`config.mk`:
```
export PLATFORM = sky130hd
export DESIGN_NAME = deadband_gen
export DESIGN_NICKNAME = d
export VERILOG_FILES = /design/src/rtl/db_pkg.sv /design/src/rtl/db_kill_sync.sv /design/src/rtl/db_counter.sv /design/src/rtl/deadband_gen.sv
export SDC_FILE = /design/constraint.sdc
export NUM_CORES = 1
export LEC_CHECK = 0
export BUFFER_PORTS_ARGS = -buffer_cell sky130_fd_sc_hd__buf_2
export CAP_MARGIN = 20
export CORE_MARGIN = 2
export CORE_UTILIZATION = 48
export CTS_CLUSTER_DIAMETER = 80
export CTS_CLUSTER_SIZE = 8
export DETAILED_ROUTE_END_ITERATION = 12
export PLACE_DENSITY = 0.78
export SLEW_MARGIN = 20
export SYNTH_ARGS = -nofsm -noshare
export SYNTH_HDL_FRONTEND = slang
export SYNTH_SLANG_ARGS = --single-unit
```
`constraint.sdc`:
```
create_clock -name clk -period 2.6 [get_ports clk]
set_clock_uncertainty 0.15 [all_clocks]
set_input_delay 0.39 -clock clk [delete_from_list [all_inputs] [get_ports clk]]
set_output_delay 0.39 -clock clk [all_outputs]
set_load 0.02 [all_outputs]
```
`src/rtl/db_pkg.sv`:
```
package db_pkg;
    typedef enum logic [1:0] {
        S_OFF   = 2'd0,
        S_DEAD  = 2'd1,
        S_DRIVE = 2'd2
    } db_state_e;
endpackage

```
`src/rtl/db_kill_sync.sv`:
```
module db_kill_sync #(
    parameter int STAGES = 2
) (
    input  logic clk,
    input  logic rst_n,
    input  logic din,
    output logic dout
);
    logic [STAGES-1:0] sync_q;

    always_ff @(posedge clk) begin
        if (!rst_n) sync_q <= '0;
        else        sync_q <= {sync_q[STAGES-2:0], din};
    end

    assign dout = sync_q[STAGES-1];
endmodule

```
`src/rtl/db_counter.sv`:
```
module db_counter #(
    parameter int CNT_W = 8
) (
    input  logic             clk,
    input  logic             rst_n,
    input  logic             load,
    input  logic [CNT_W-1:0] load_val,
    input  logic             dec,
    output logic [CNT_W-1:0] cnt,
    output logic             zero
);
    always_ff @(posedge clk) begin
        if (!rst_n)   cnt <= '0;
        else if (load) cnt <= load_val;
        else if (dec)  cnt <= cnt - 1'b1;
    end

    assign zero = (cnt == '0);

    // a decrement never wraps the counter below zero
    a_r6_no_wrap: assert property (@(posedge clk) disable iff (!rst_n)
        (dec && !load) |=> (cnt != {CNT_W{1'b1}}));
endmodule

```
`src/rtl/deadband_gen.sv`:
```
module deadband_gen #(
    parameter int CNT_W       = 8,
    parameter int SYNC_STAGES = 2
) (
    input  logic             clk,
    input  logic             rst_n,
    input  logic             ctl_wr,
    input  logic             ctl_enable,
    input  logic             per_wr,
    input  logic [CNT_W-1:0] per_wdata,
    input  logic             pwm_in,
    input  logic             kill_in,
    output logic             f0,
    output logic             f1,
    output logic             irq,
    output logic [CNT_W-1:0] dead_cnt
);
    import db_pkg::*;

    db_state_e        state_q, state_n;
    logic             en_q;
    logic [CNT_W-1:0] per_q;
    logic             in_prev_q;
    logic             lvl_q;
    logic             irq_q;
    logic             kill_s;
    logic             in_edge;
    logic             cnt_zero;
    logic             cnt_load;
    logic             cnt_dec;
    logic [CNT_W-1:0] cnt_load_val;
    logic             expire;

    db_kill_sync #(.STAGES(SYNC_STAGES)) u_kill (
        .clk  (clk),
        .rst_n(rst_n),
        .din  (kill_in),
        .dout (kill_s)
    );

    assign in_edge = pwm_in ^ in_prev_q;
    assign expire  = en_q && (state_q == S_DEAD) && !in_edge && cnt_zero;

    // Counter control: disabled period write, or edge reload while running
    always_comb begin
        cnt_load     = 1'b0;
        cnt_load_val = per_q;
        cnt_dec      = 1'b0;
        if (!en_q) begin
            cnt_load     = per_wr;
            cnt_load_val = per_wdata;
        end else if (state_q != S_OFF && in_edge) begin
            cnt_load = 1'b1;
        end else if (state_q == S_DEAD && !cnt_zero) begin
            cnt_dec = 1'b1;
        end
    end

    db_counter #(.CNT_W(CNT_W)) u_cnt (
        .clk     (clk),
        .rst_n   (rst_n),
        .load    (cnt_load),
        .load_val(cnt_load_val),
        .dec     (cnt_dec),
        .cnt     (dead_cnt),
        .zero    (cnt_zero)
    );

    // Registers written through the strobes
    always_ff @(posedge clk) begin
        if (!rst_n) begin
            en_q  <= 1'b0;
            per_q <= '0;
        end else begin
            if (ctl_wr) en_q  <= ctl_enable;
            if (per_wr) per_q <= per_wdata;
        end
    end

    // Next-state logic
    always_comb begin
        state_n = state_q;
        if (!en_q) begin
            state_n = S_OFF;
        end else begin
            unique case (state_q)
                S_OFF:   state_n = S_DEAD;
                S_DEAD:  state_n = in_edge ? S_DEAD : (cnt_zero ? S_DRIVE : S_DEAD);
                S_DRIVE: state_n = in_edge ? S_DEAD : S_DRIVE;
                default: state_n = S_OFF;
            endcase
        end
    end

    // State register
    always_ff @(posedge clk) begin
        if (!rst_n) begin
            state_q   <= S_OFF;
            in_prev_q <= 1'b0;
            lvl_q     <= 1'b0;
            irq_q     <= 1'b0;
        end else begin
            state_q   <= state_n;
            in_prev_q <= pwm_in;
            irq_q     <= expire;
            if (expire) lvl_q <= pwm_in;
        end
    end

    // Outputs: kill gates the registered drive
    always_comb begin
        f0  = (state_q == S_DRIVE) &&  lvl_q && !kill_s;
        f1  = (state_q == S_DRIVE) && !lvl_q && !kill_s;
        irq = irq_q;
    end

    // disabled block is silent
    a_r2_off_quiet: assert property (@(posedge clk) disable iff (!rst_n)
        (state_q == S_OFF) |-> (!f0 && !f1 && !irq));
    // period write while disabled lands in the counter
    a_r3_off_load: assert property (@(posedge clk) disable iff (!rst_n)
        (!en_q && per_wr) |=> (dead_cnt == $past(per_wdata)));
    // drives never overlap
    a_r7_no_overlap: assert property (@(posedge clk) disable iff (!rst_n)
        !(f0 && f1));
    // interrupt is a single cycle and coincides with drive state
    a_r8_irq_pulse: assert property (@(posedge clk) disable iff (!rst_n)
        irq |=> !irq);
    a_r8_irq_drive: assert property (@(posedge clk) disable iff (!rst_n)
        irq |-> (state_q == S_DRIVE));
    // synchronised kill holds both drives low
    a_r9_kill_low: assert property (@(posedge clk) disable iff (!rst_n)
        kill_s |-> (!f0 && !f1));
    // once disabled, counter is frozen unless a period write occurs
    a_r11_freeze: assert property (@(posedge clk) disable iff (!rst_n)
        (state_q == S_OFF && !en_q && !per_wr) |=> $stable(dead_cnt));
endmodule

```
==> results of run 1 <==
-- flip-flops by register name, summed over array words and instances (netlist names) --
signal / count
u_kill.sync_q: 2
per_q: 8
state_q: 2
in_prev_q: 1
u_cnt.cnt: 8
lvl_q: 1
irq: 1
en_q: 1
-- worst max-delay path, cell delays in order (launching register included) --
cell,delay [ns]
dfxtp_1,0.39
or3_4,0.43
nor4_2,0.47
buf_4,0.25
o21ai_0,0.10
a31oi_1,0.17
-- final cells by class --
cell class / instances / area, µm²
flip-flops and latches: 24 / 480
well taps: 30 / 37.5
repair buffers: 27 / 140
inverters: 3 / 11.3
fillers: 241 / 1060
clock buffers: 3 / 22.5
multi-input cells: 94 / 682
-- per-layer routing --
metal / GRT usage / share of wire
met4: 0.0625 / 0.0064
met3: 0.0556 / 0.041
met1: 0.241 / 0.44
met5: 0 / 0
met2: 0.368 / 0.51
-- cells in the mapped netlist --
cell      instances  area, µm²
a21oi_1           4       20.0
mux2_2            8       90.1
dfxtp_1          24        480
o41ai_2           1       16.3
nor3_1            1       5.00
or4_1             4       30.0
nand3_1           3       15.0
clkbuf_1          6       22.5
and3_4            1       11.3
nor2b_1           2       12.5
or3_1             1       6.26
and3b_1           1       8.76
nor4_2            1       12.5
nand2_1           3       11.3
nor2_1           10       37.5
buf_2             1       5.00
or3_4             1       11.3
mux2i_1          10        100
nor4b_1           1       8.76
nand4b_1          1       8.76
and2_1            3       18.8
or2_2             1       6.26
o31ai_1           4       30.0
a311oi_1          1       8.76
nor4bb_1          1       10.0
inv_1             3       11.3
a31oi_1           6       37.5
xnor2_2           1       16.3
nor4_1            1       6.26
nand2b_1          3       18.8
ha_1              1       12.5
o21a_1            2       15.0
or4_4             1       11.3
and3_1            1       6.26
nand4_1           3       18.8
o21ai_0          12       60.1
-- placed cells by master, fill, tap and decap left out, types with 2 or more instances in the layout --
cell type,instances
inv_1,3
mux2_2,8
nand3_1,3
a21oi_1,4
clkbuf_4,3
or4_1,4
nor2_1,10
dfxtp_1,24
o31ai_1,4
nand4_1,3
buf_4,2
and2_1,3
nand2_1,3
nor2b_1,2
nand2b_1,3
a31oi_1,6
buf_2,25
mux2i_1,10
o21ai_0,12
o21a_1,2
-- cells by family (layout without fill, tap and decap cells) --
group                    after synthesis  in the layout  share of synthesized area
multiplexers                          18             18                      0.158
buffers and inverters                 10             33                     0.0323
AND/OR/NAND/NOR                       44             44                      0.229
flip-flops                            24             24                      0.400
adder cells (fa/ha/maj)                1              1                     0.0104
AO/OA/AOI/OAI                         30             30                      0.156
XOR/XNOR                               1              1                     0.0135
-- power by group --
part	internal (µW)	switching, µW	total, µW
Combinational	64.8	83.0	148
Sequential	389	21.5	411
Clock	54.1	106	160
Total	508	211	719
-- through the flow --
stage               power, µW  hold WS (ns)  instance area, µm²  setup WS, ns
finish                    719         0.136                1370         0.570
detailed placement        567         0.273                1350         0.589
global route              757         0.139                1370         0.387
floorplan                 519         0.262                1200         0.670
CTS                       721         0.131                1370         0.561
global placement          560         0.267                1350         0.649
-- worst paths after layout --
path / slack, ns / end / cells after the start / start
hold / removal: 0.14 / u_kill.sync_q[0] / 2 / kill_in
hold reg to reg: 0.30 / u_kill.sync_q[1] / 1 / u_kill.sync_q[0]
setup reg to reg: 0.57 / u_cnt.cnt[2] / 5 / u_cnt.cnt[2]
setup / recovery: 0.57 / u_cnt.cnt[2] / 5 / u_cnt.cnt[2]
==> results.ini, run 1 <==
[route]
route.detailed.drc=0
wl_per_cell_um=14.6
num_vias=1062
drt_first_pass_iters=4
detail-route-antenna-nets=0
vias_per_cell=5.87
drt-total-wl_um=2640
drtIter0Drc=18

[floorplanning]
die_w_um=54.0
fp-row-count=18
die_h_um=54.0
initial_utilization=0.494
design.die.area_um2=2920
ios=26
core_um2=2430

[place]
dp_hpwl_um=1990
dp.cells=178
gp_congestion=0.838
portBuffers=25

[worst_setup_path]
path_max_fanout=10
worst_setup_path_start_kind=register
required_ns=2.70
worstSetupPathType=reg2reg
arrival_ns=2.13
endpoint_kind=register

[sta]
maxSlewHeadroom=0.649
fmax_mhz=493
fin_crit_ns=2.03
fin_setup_tns_ns=0
drv_slew=0
period_share=0.781
tightest_slew_ns=0.522
rsz0062_at_grt=false
report.final.setup_viol=0
finalHoldViolCount=0

[logic_synthesis]
synthCells=128
syn_area_per_cell_um2=9.38
synth_cell_type_count=36
netlist_area_um2=1200
syn_nets=144
ys_ff_latch=24
yosys_warnings=0
yosysSeqAreaShare=0.400

[final_layout]
diodes=0
post-route-util=0.565
stdcell_count=181
drive_gt1_frac=0.298
syn_to_final_growth_pct=14.4
finalNetCount=169

[cts]
cts_sinks=24
root_buffer=clkbuf_4
clockBufferDepth=2
htree_levels=1
cts_inserted_buffers=3
cts_tree=yes
ctsResizeCount=0
clock_latency_ns=0.31
postCtsSetupBuffers=0
postCtsHoldBufs=0
clk_pin_slew_ns=0.13

[pwr]
p_per_area_nw_per_um2=523
irDropWorstVdd_uv=395
p_leak_uw=0.000572

[global_route]
antenna_found_initial=0
grt_pass1_wl_um=4320
grt_max_degree=15
grt_usage=0.207
grt_overflow=0
grt_pass1_vias=961

[worst_hold_path]
hp-class=in2reg

[flow_run]
cap_violations=0

[run_status]
outcome=finished clean

(Power assumes the default switching activity.)
==> run 2, diff against run 1 <==
clock period = 1.9 ns   (was 2.6 ns; I/O delays follow)
==> run 2 against run 1 <==
Against the previous run:
- register-to-register slack got worse by 0.56 ns
- clock power grew 130%
- die area unchanged
- count of clock-buffer cells in the layout stayed put
- core utilization increased by 6.2 points
- final cell count up 7.2%
- sequential power grew 36%
- maximum frequency is 7.2% higher
- worst setup slack worse by 0.56 ns
- first-iteration DRC count increased by 17%
==> results.ini, run 2 (same netlist as run 1, synthesis figures left out) <==
[route]
wl_per_cell_um=14.4  ; -1.6%
drtIter0Drc=21  ; +3
vias_per_cell=5.70  ; -2.9%
drt_first_pass_iters=4  ; unchanged
wl_met3_um=95  ; -12%
num_vias=1105  ; +4.0%
detail-route-antenna-nets=0  ; unchanged
route.detailed.drc=0  ; unchanged
drt-total-wl_um=2780  ; +5.5%
wl_met2_um=1390  ; +3.0%
routed.top_layer=met4
wl_met1_um=1250  ; +7.9%

[sta]
setup_slack_ns=0.00610  ; -0.564 ns
period_share=0.997  ; +0.216
maxSlewHeadroom=0.676  ; +0.0264
drv_slew=0  ; unchanged
rsz0062_at_grt=true
tightest_slew_ns=0.481  ; -0.0404 ns
report.final.setup_viol=0  ; unchanged
fmax_mhz=528  ; +7.2%
fin_crit_ns=1.89  ; -0.136 ns
finalHoldViolCount=0  ; unchanged

[cts]
htree_levels=1  ; unchanged
cts_tree=yes
cts_sinks=24  ; unchanged
clk_pin_slew_ns=0.14  ; about the same
root_buffer=clkbuf_4
clock_latency_ns=0.32  ; about the same
clockBufferDepth=2  ; unchanged
postCtsHoldBufs=0  ; unchanged
cts_inserted_buffers=3  ; unchanged

[worst_setup_path]
r2r_start=u_cnt.cnt[2]
arrival_ns=1.98  ; -0.15 ns
crit_path_cell_trace=or3_4, or4_4, and3_4, o41ai_4
cp.buffers_inverters=0  ; -1
worstSetupPathType=reg2reg
worst_setup_path_start_kind=register
required_ns=1.99  ; -0.71 ns
crit_path_top_delay_cell=or4_4
max_stage_delay_ns=0.53  ; +0.06 ns
worst_r2r_path_depth=4  ; -1
critPathTopFamily=simple AND/OR/NAND/NOR gates
path_max_fanout=5  ; -5
endpoint_kind=register
rrSetupSlack_ns=0.006  ; -0.56 ns
timing.rr.end=u_cnt.cnt[1]

[place]
placed_area_um2=1420  ; +5.1%
portBuffers=25  ; unchanged
dp_slack_ns=-0.0191  ; -0.608 ns
dp_hpwl_um=2070  ; +3.9%
gp_congestion=0.852  ; +1.6%

[final_layout]
post-route-util=0.627  ; +0.0622
reg_top3=per_q x8, u_cnt.cnt x8
drive_gt1_frac=0.396  ; +0.0983
finalNetCount=181  ; +7.1%
layout_commonest_cell=buf_2
final_area_um2=1530  ; +11%
final_cell_mix=buf_2 (25), dfxtp_1 (20), buf_4 (14), o21ai_0 (12)
fillers=215  ; -11%
syn_to_final_growth_pct=27.0
diodes=0  ; unchanged

[global_route]
grt_max_degree=15  ; unchanged
antenna_found_initial=0  ; unchanged
grt_overflow=0  ; unchanged
grt_usage=0.204  ; -0.00287
grt_pass1_wl_um=4300  ; -0.49%
grt_pass1_vias=1038  ; +8.0%

[worst_hold_path]
hold_start=kill_in
hp-class=in2reg
holdPathEnd=u_kill.sync_q[0]
whs_path_depth=2  ; unchanged

[run_status]
outcome=finished clean

[floorplanning]
die_h_um=54.0  ; unchanged
ios=26  ; unchanged
die_w_um=54.0  ; unchanged
fp-row-count=18  ; unchanged
initial_utilization=0.494  ; unchanged
core_um2=2430  ; unchanged
design.die.area_um2=2920  ; unchanged

[pwr]
p_leak_uw=0.000658  ; +15%
irDropWorstVdd_uv=605  ; +53%
p_per_area_nw_per_um2=775  ; +48%

[flow_run]
cap_violations=0  ; unchanged

==> run 2: area by class of cell <==
cell class	instances	area, µm²	share of cell area
multi-input cells	94	706	0.463
flip-flops and latches	24	488	0.320
repair buffers	39	230	0.151
well taps	30	37.5	0.0246
clock inverters	1	30.0	0.0197
clock buffers	3	22.5	0.0148
inverters	3	11.3	0.00738
==> run 2: worst reg2reg max path, delay by kind of cell, from the launching register on <==
kind               cells  cell delay (ns)
AOI/OAI and AO/OA      1             0.20
DFF                    1             0.37
and+or+nand+nor        3             1.09
==> run 2: timing repair <==
| action | 4_1_cts | 5_1_grt |
|---|---|---|
| gates resized for setup | 1 | 7 |
| buffers inserted | 2 | 1 |
| setup endpoints to repair | 1 | 4 |
| pin swaps | 1 | 5 |
==> run 2: per-layer routing <==
metal | track usage | up-vias
li1 | - | 549
met1 | 0.245 | 528
met2 | 0.364 | 23
met3 | 0.0333 | 5
met4 | 0.0750 | 0
met5 | 0 | -
==> run 2: how the worst max path moves through the flow <==
stage,startpoint,endpoint,slack (ns),cells past startpoint
global placement,u_cnt.cnt[2],u_cnt.cnt[1],0.05,4
detailed placement,u_cnt.cnt[2],u_cnt.cnt[1],-0.02,4
floorplan,u_cnt.cnt[3],u_cnt.cnt[1],0.004,4
finish,u_cnt.cnt[2],u_cnt.cnt[1],0.006,4
global route,u_cnt.cnt[2],u_cnt.cnt[7],-0.03,5
CTS,u_cnt.cnt[2],u_cnt.cnt[7],0.0007,5
==> run 2: power by group <==
part	internal, µW	switching, µW
Clock	214	160
Combinational	120	130
Sequential	534	23.9
==> run 2: stage by stage <==
step | cells | TNS [ns] | hold WS [ns] | power (µW)
2_1_floorplan | 128 | 0 | 0.257 | 710
3_3_place_gp | 187 | 0 | 0.269 | 791
3_5_place_dp | 187 | -0.0191 | 0.273 | 802
4_1_cts | 193 | 0 | 0.00814 | 1180
5_1_grt | 194 | -0.0529 | 0.0116 | 1230
6_report | 194 | 0 | 0.0124 | 1180
==> run 3, diff against run 2 <==
PLACE_DENSITY = 0.72   (was 0.78)
==> run 3 against run 2 <==
Against the previous run:
- global-route usage up 0.43 points
- register-to-register slack gained 0.03 ns
- die area unchanged
- non-clock buffer count fell by 3
- clock power decreased by 39%
- critical path depth increased by 2
- first-iteration DRC count is 29% lower
- sequential share of layout area rose by 0.97 points
- final cell count decreased by 2.1%
- count of clock-buffer cells in the layout unchanged
==> results.ini, run 3 (same netlist as run 1, synthesis figures left out) <==
[run_status]
outcome=finished clean

[route]
wl_per_cell_um=14.6  ; +1.7%
detail-route-antenna-nets=0  ; unchanged
num_vias=1085  ; -1.8%
drtIter0Drc=15  ; -29%
route.detailed.drc=0  ; unchanged
drt_first_pass_iters=4  ; unchanged
drt-total-wl_um=2770  ; -0.40%
vias_per_cell=5.71  ; +0.26%

[floorplanning]
design.die.area_um2=2920  ; unchanged
fp-row-count=18  ; unchanged
core_um2=2430  ; unchanged
die_h_um=54.0  ; unchanged
initial_utilization=0.494  ; unchanged
die_w_um=54.0  ; unchanged
ios=26  ; unchanged

[sta]
finalHoldViolCount=0  ; unchanged
drv_slew=0  ; unchanged
period_share=0.983  ; -0.0134
tightest_slew_ns=0.412  ; -0.0694 ns
maxSlewHeadroom=0.725  ; +0.0494
fmax_mhz=535  ; +1.4%
report.final.setup_viol=0  ; unchanged
fin_crit_ns=1.87  ; -0.0254 ns
fin_setup_tns_ns=0  ; unchanged
hold_ws_ns=0.0113  ; -0.00117 ns

[final_layout]
fillers=220  ; +2.3%
final_cell_mix=buf_2 (25), dfxtp_1 (19), o21ai_0 (12)
reg_top3=per_q x8, u_cnt.cnt x8
diodes=0  ; unchanged
syn_to_final_growth_pct=22.9
drive_gt1_frac=0.388  ; -0.00884
finalNetCount=178  ; -1.7%
layout_commonest_cell=buf_2

[worst_setup_path]
worst_r2r_path_depth=6  ; +2
startpoint=u_cnt.cnt[0]
path_max_fanout=5  ; unchanged
worst_setup_path_start_kind=register
endpoint_kind=register
required_ns=1.98  ; about the same
r2r_start=u_cnt.cnt[0]
rrSetupSlack_ns=0.03  ; +0.03 ns
arrival_ns=1.95  ; -0.03 ns
timing.rr.end=u_cnt.cnt[1]
critPathCapture=u_cnt.cnt[1]
worstSetupPathType=reg2reg

[cts]
cts_sinks=24  ; unchanged
cts_inserted_buffers=3  ; unchanged
clk_pin_slew_ns=0.13  ; about the same
cts_tree=yes
root_buffer=clkbuf_4
clockBufferDepth=2  ; unchanged
clock_latency_ns=0.32  ; about the same
htree_levels=1  ; unchanged

[global_route]
grt_max_degree=14  ; -1
grt_usage=0.209  ; +0.00429
grt_overflow=0  ; unchanged
grt_pass1_wl_um=4410  ; +2.6%
grt_pass1_vias=991  ; -4.5%
antenna_found_initial=0  ; unchanged

[place]
gp_congestion=0.862  ; +1.2%
dp_hpwl_um=2000  ; -3.2%
portBuffers=25  ; unchanged

[pwr]
irDropWorstVdd_uv=386  ; -36%
p_leak_uw=0.000624  ; -5.2%
p_per_area_nw_per_um2=704  ; -9.1%

[worst_hold_path]
hp-class=in2reg

[flow_run]
cap_violations=0  ; unchanged

run 3: report_power, final:
part | total [µW] | switching (µW) | leakage, µW | internal [µW]
sequential | 564 | 29.9 | 0.000200 | 534
clock | 227 | 152 | 0.0000138 | 74.5
combinational | 248 | 128 | 0.000411 | 120
run 3: critical path, stage by stage, from the launching register on:
cell      delay [ns]
dfxtp_2         0.36
inv_1           0.07
ha_2            0.22
nand2b_4        0.07
or4_4           0.51
and3_4          0.20
o41ai_2         0.18
run 3: per-layer routing:
layer / wire length, µm / share of wire / track usage / vias to the layer above
li1: - / - / - / 544
met1: 1280 / 0.46 / 0.270 / 510
met2: 1310 / 0.47 / 0.341 / 26
met3: 140 / 0.050 / 0.0500 / 5
met4: 43 / 0.016 / 0.0667 / 0
met5: 0 / 0 / 0 / -
run 3: repair_timing:
item / 4_1_cts / 5_1_grt
hold buffers: 0 / 0
buffers inserted: 0 / 2
endpoints found under the setup margin: 0 / 7
resized for setup: 0 / 9
run 3: worst min path at each step:
stage	startpoint	end	slack, ns	cells past startpoint
after global routing	kill_in	u_kill.sync_q[0]	0.02	2
after floorplan	pwm_in	in_prev_q	0.26	1
after detailed placement	u_kill.sync_q[0]	u_kill.sync_q[1]	0.28	1
after CTS	kill_in	u_kill.sync_q[0]	0.02	2
final	kill_in	u_kill.sync_q[0]	0.01	2
after global placement	u_kill.sync_q[0]	u_kill.sync_q[1]	0.27	1
run 3: area by class of cell:
class / count / area, µm² / area share
multi-input combinational: 94 / 707 / 0.479
sequential: 24 / 487 / 0.330
timing repair buffer: 36 / 211 / 0.143
tap: 30 / 37.5 / 0.0254
clock buffer: 3 / 22.5 / 0.0153
inverter: 3 / 11.3 / 0.00763
run 3: stage by stage:
stage	cells	total power (µW)	area (µm²)	util	setup slack, ns
floorplan	128	710	1200	-	0.00379
global placement	185	791	1410	0.578	0.0787
detailed placement	185	799	1410	0.578	0.0272
CTS	188	1020	1430	0.587	0.0149
global route	190	1080	1480	0.607	-0.0107
finish	190	1040	1480	0.607	0.0315
